==> config.mk <==
export PLATFORM = sky130hd
export DESIGN_NAME = sdram_wrterm_seq
export DESIGN_NICKNAME = d
export VERILOG_FILES = /design/src/rtl/sdram_wrterm_seq.sv
export SDC_FILE = /design/constraint.sdc
export NUM_CORES = 1
export LEC_CHECK = 0
export ABC_AREA = 0
export BUFFER_PORTS_ARGS = -buffer_cell sky130_fd_sc_hd__buf_4
export CORE_ASPECT_RATIO = 1.75
export CORE_MARGIN = 4
export CORE_UTILIZATION = 25
export DETAILED_ROUTE_END_ITERATION = 10
export PLACE_DENSITY = 0.42
export SLEW_MARGIN = 20
export SYNTH_ARGS = -nofsm -noshare
export SYNTH_HDL_FRONTEND = slang
export SYNTH_SLANG_ARGS = --single-unit
export TNS_END_PERCENT = 30
==> constraint.sdc <==
create_clock -name clk -period 3.35 [get_ports clk]
set_clock_uncertainty 0.2 [all_clocks]
set_input_delay 1.005 -clock clk [delete_from_list [all_inputs] [get_ports clk]]
set_output_delay 1.005 -clock clk [all_outputs]
set_load 0.02 [all_outputs]
==> src/rtl/sdram_wrterm_seq.sv <==
module sdram_wrterm_seq #(
  parameter int BANK_W    = 2,
  parameter int ROW_W     = 12,
  parameter int COL_W     = 8,
  parameter int ADDR_W    = 12,
  parameter int DQ_W      = 16,
  parameter int BURST_LEN = 4,
  parameter int T_CK_PS   = 10000,
  parameter int T_WR_PS   = 15000,
  parameter int T_RP_PS   = 18000,
  localparam int LEN_W    = $clog2(BURST_LEN),
  localparam int DQM_W    = DQ_W / 8
) (
  input  logic                      clk,
  input  logic                      rst_n,
  input  logic                      req_valid,
  input  logic [BANK_W-1:0]         req_bank,
  input  logic [ROW_W-1:0]          req_row,
  input  logic [COL_W-1:0]          req_col,
  input  logic [LEN_W-1:0]          req_len,
  input  logic [BURST_LEN*DQ_W-1:0] req_data,
  output logic                      ready,
  output logic                      done,
  output logic                      sd_ras_n,
  output logic                      sd_cas_n,
  output logic                      sd_we_n,
  output logic [BANK_W-1:0]         sd_ba,
  output logic [ADDR_W-1:0]         sd_addr,
  output logic [DQ_W-1:0]           sd_dq_out,
  output logic                      sd_dq_oe,
  output logic [DQM_W-1:0]          sd_dqm
);

  localparam int WR_RAW = (T_WR_PS + T_CK_PS - 1) / T_CK_PS;
  localparam int RP_RAW = (T_RP_PS + T_CK_PS - 1) / T_CK_PS;
  localparam int WR_CYC = (WR_RAW < 1) ? 1 : WR_RAW;
  localparam int RP_CYC = (RP_RAW < 1) ? 1 : RP_RAW;
  localparam int CNT_W  = $clog2(BURST_LEN + WR_CYC + RP_CYC + 1);

  localparam logic [2:0] CMD_NOP = 3'b111;
  localparam logic [2:0] CMD_WR  = 3'b100;
  localparam logic [2:0] CMD_PRE = 3'b010;
  localparam logic [2:0] CMD_ACT = 3'b011;

  logic              busy;
  logic [CNT_W-1:0]  cyc;
  logic [LEN_W-1:0]  len_q;
  logic [BANK_W-1:0] bank_q;
  logic [ROW_W-1:0]  row_q;
  logic [COL_W-1:0]  col_q;
  logic [DQ_W-1:0]   beat_q [BURST_LEN];

  logic [CNT_W-1:0]  last_at, pre_at, act_at;
  logic              is_wr, is_pre, is_act, in_data, in_mask;
  logic [2:0]        cmd;

  assign last_at = CNT_W'(len_q);
  assign pre_at  = last_at + CNT_W'(WR_CYC);
  assign act_at  = pre_at + CNT_W'(RP_CYC);

  always_ff @(posedge clk) begin
    if (!rst_n) begin
      busy   <= 1'b0;
      cyc    <= '0;
      len_q  <= '0;
      bank_q <= '0;
      row_q  <= '0;
      col_q  <= '0;
    end else if (!busy) begin
      if (req_valid) begin
        busy   <= 1'b1;
        cyc    <= '0;
        len_q  <= req_len;
        bank_q <= req_bank;
        row_q  <= req_row;
        col_q  <= req_col;
      end
    end else if (cyc == act_at) begin
      busy <= 1'b0;
      cyc  <= '0;
    end else begin
      cyc <= cyc + 1'b1;
    end
  end

  for (genvar b = 0; b < BURST_LEN; b++) begin : g_beat
    always_ff @(posedge clk) begin
      if (!rst_n)                 beat_q[b] <= '0;
      else if (!busy && req_valid) beat_q[b] <= req_data[b*DQ_W +: DQ_W];
    end
  end

  assign is_wr   = busy && (cyc == '0);
  assign is_pre  = busy && (cyc == pre_at);
  assign is_act  = busy && (cyc == act_at);
  assign in_data = busy && (cyc <= last_at);
  assign in_mask = busy && (cyc > last_at) && (cyc <= pre_at)
                   && (cyc < CNT_W'(BURST_LEN));

  always_comb begin
    cmd     = CMD_NOP;
    sd_addr = '0;
    if (is_wr) begin
      cmd     = CMD_WR;
      sd_addr = ADDR_W'(col_q);
    end else if (is_pre) begin
      cmd     = CMD_PRE;
    end else if (is_act) begin
      cmd     = CMD_ACT;
      sd_addr = ADDR_W'(row_q);
    end
  end

  assign {sd_ras_n, sd_cas_n, sd_we_n} = cmd;
  assign sd_ba     = busy ? bank_q : '0;
  assign sd_dq_oe  = in_data;
  assign sd_dq_out = in_data ? beat_q[cyc[LEN_W-1:0]] : '0;
  assign sd_dqm    = in_mask ? '1 : '0;
  assign ready     = !busy;
  assign done      = is_act;

endmodule

==> impl_metrics.yaml <==
run_status:
  outcome: "complete, no violations"
min_path:
  hold_class: "flop to flop"
synth:
  ys_warn_count: 0
  synth_compound_area_share_pct: 8.731
  synth-edff-count: 64
  yosys-top-cells-count: "and2_1 (71), edfxtp_1 (64), a22o_1 (32)"
  synth_top_family_by_area: "simple AND/OR/NAND/NOR gates"
  synthAdderAreaFrac_pct: 1.735
  yosysSeqAreaShare_pct: 58.75
  yosys_register_bits: 95
  synth-xor-area-share_pct: 0
  syn_inst: 307
  async_flop_share_pct: 0
  synth_top_area_cell: "edfxtp_1"
  yosys.area_share.simple_pct: 17.32
  yosys_most_used_dff: "edfxtp_1"
  synth_most_common_cell: "and2_1"
  synth_nets: 404
  synthMuxAreaShare_pct: 8.557
  syn_area_um2: 4328
  synth_top_area_share_pct: 44.41
  yosysUniqueCellTypes: 37
  avgSynthCellArea_um2: 14.10
  synth.area.top_cells: "edfxtp_1 (44%), dfxtp_1 (14%), and2_1 (10%)"
setup_path:
  cpPeakStageDelay_ns: 0.36
  slowest_stage: "dfxtp_1"
  startpoint_type: "flop"
  end_kind: "primary output"
  worstSetupPathType: "flop to primary output"
  crit_fanout: 8
  arrival_ns: 2.02
  required_ns: 2.14
  crit_chain: "inv_1 -> ha_4 -> nor2b_4 -> a2bb2oi_4 -> nor3b_4 -> buf_4"
route:
  top_layer: "met4"
  drtPass1Iterations: 4
  drt_wl_total_um: 10970
  wl_met2_um: 6090
  num_vias: 2837
  drc: 0
  antenna_left: 0
  wl_per_cell_um: 16.58
  drtIter0Drc: 72
  drt-vias-per-instance: 4.285
  drt-met1-wl_um: 4114
  routed-wl-met3_um: 611
die:
  io-pin-count: 129
  core_area_um2: 16950
  die_h_um: 182.1
  die_area_um2: 19560
  initial_core_util_pct: 25.54
  rows: 63
  die-width_um: 107.5
cells_and_area:
  drive_above_1_share_pct: 45.29
  instances_no_fill: 662
  final_area_um2: 5896
  syn_to_final_growth_pct: 36.22
  diodes: 0
  fillers: 1726
  post-route-util_pct: 34.79
  nets: 527
cts:
  cts_tree: "yes"
  clkTransAtPathRegs_ns: 0.07
  cts_root_buffer: "clkbuf_16"
  clock_latency_ns: 0.33
  post_cts_buffers: 0
  clock-sinks: 95
  numCtsBuffers: 9
  ctsHoldBuffers: 0
  htree_num_levels: 3
  clock_path_buffers: 2
global_routing:
  grt_pass1_vias: 3128
  grt_pass1_wl_um: 16990
  track_usage_pct: 11.38
  grt_antenna_before_repair: 0
  grt_overflow: 0
  grt_max_degree: 49
timing:
  slew_viol_final: 0
  fin_crit_sh_pct: 96.29
  maxSlewHeadroom_pct: 45.17
  final.min_clock_period_ns: 3.226
  finalSetupViolations: 0
  tightestPinTransition_ns: 0.8225
  fin_setup_tns_ns: 0
  setup_ws_ns: 0.1241
  rsz0062_at_grt: "no"
  hold_ws_ns: 0.2779
  max_clock_freq_ghz: 0.3100
  hold_viol: 0
power:
  vdd_drop_max_uv: 228.6
  powerDensity_nw_per_um2: 471.8
  p_total_mw: 2.782
  leakagePower_nw: 2.407
placement:
  placed_area_um2: 5503
  place_inst: 646
  place_ws_ns: 0.2768
  port_buffers: 128
  dp_hpwl_um: 8051
  place_congestion: 0.7457
flow_run:
  maxCapViolations: 0
layout by cell type (no fill, tap or decap), drive strengths merged:
master and count:
ha 6, inv 9, o21a 1, o21bai 1
nor2 4, clkinvlp 1, nand3 1, a2bb2oi 1
o2111ai 3, a22o 32, nand2b 1, nor2b 1
and3b 1, o31ai 1, o21ai 2, edfxtp 64
or3b 2, a311oi 1, nor3b 17, nand2 6
clkinv 3, and3 1, buf 139, a21oi 3
nor3 1, mux4 16, mux2i 1, or2 1
and2 71, dfxtp 31, nand4 2, clkbuf 11
critical path, delay by kind of cell, from the launching register on:
family | cells | cell delay (ns)
and+or+nand+nor | 2 | 0.45
DFF | 1 | 0.36
adders and majority gates | 1 | 0.33
AOI/OAI and AO/OA | 1 | 0.28
buffers and inverters | 2 | 0.27
worst paths after layout:
| path | startpoint | end | slack [ns] | depth (start not counted) |
|---|---|---|---|---|
| setup reg to reg | busy$_SDFF_PN0_ | beat_q[0][2]$_SDFFCE_PN0P_ | 1.17 | 4 |
| setup / recovery | len_q[1]$_SDFFE_PN0P_ | sd_dqm[0] | 0.12 | 6 |
| hold reg to reg | row_q[9]$_SDFFE_PN0P_ | row_q[9]$_SDFFE_PN0P_ | 0.28 | 1 |
| hold / removal | row_q[9]$_SDFFE_PN0P_ | row_q[9]$_SDFFE_PN0P_ | 0.28 | 1 |
where the power goes:
| part | internal, mW | switching (mW) | total, mW | leakage (nW) |
|---|---|---|---|---|
| Clock | 0.573 | 0.442 | 1.02 | 0.151 |
| Sequential | 1.34 | 0.0269 | 1.36 | 0.946 |
| Combinational | 0.215 | 0.187 | 0.402 | 1.31 |
| Total | 2.12 | 0.657 | 2.78 | 2.41 |
timing repair:
item,4_1_cts,5_1_grt
pin swaps,0,1
setup endpoints to repair,15,31
resized for setup,5,14
layer usage:
| metal | vias up | track usage (%) |
|---|---|---|
| met3 | 7 | 2.973 |
| met1 | 1377 | 12.46 |
| met5 | - | 0 |
| li1 | 1371 | - |
| met4 | 0 | 3.792 |
| met2 | 82 | 20.97 |
kinds of logic after synthesis:
family                     after synthesis
buffers and inverters                   35
muxes                                   17
adders and majority gates                6
AOI/OAI and AO/OA                       45
and+or+nand+nor                        109
DFF                                     95
state kept, by name (all words and copies together), names as in the netlist, named ones only:
signal,flops
busy,1
len_q,2
beat_q,64
row_q,12
col_q,8
cyc,4
bank_q,2
cell type report:
type                    instances  area [um2]  share of cell area, %
well taps                     227       284.0                  4.817
repair buffers                139        1085                  18.40
flip-flops and latches         95        2545                  43.17
inverters                       8       33.78                 0.5730
clock buffers                  11       264.0                  4.478
multi-input cells             177        1648                  27.95
clock inverters                 5       36.28                 0.6155
Power figures use the tool's default switching activity.
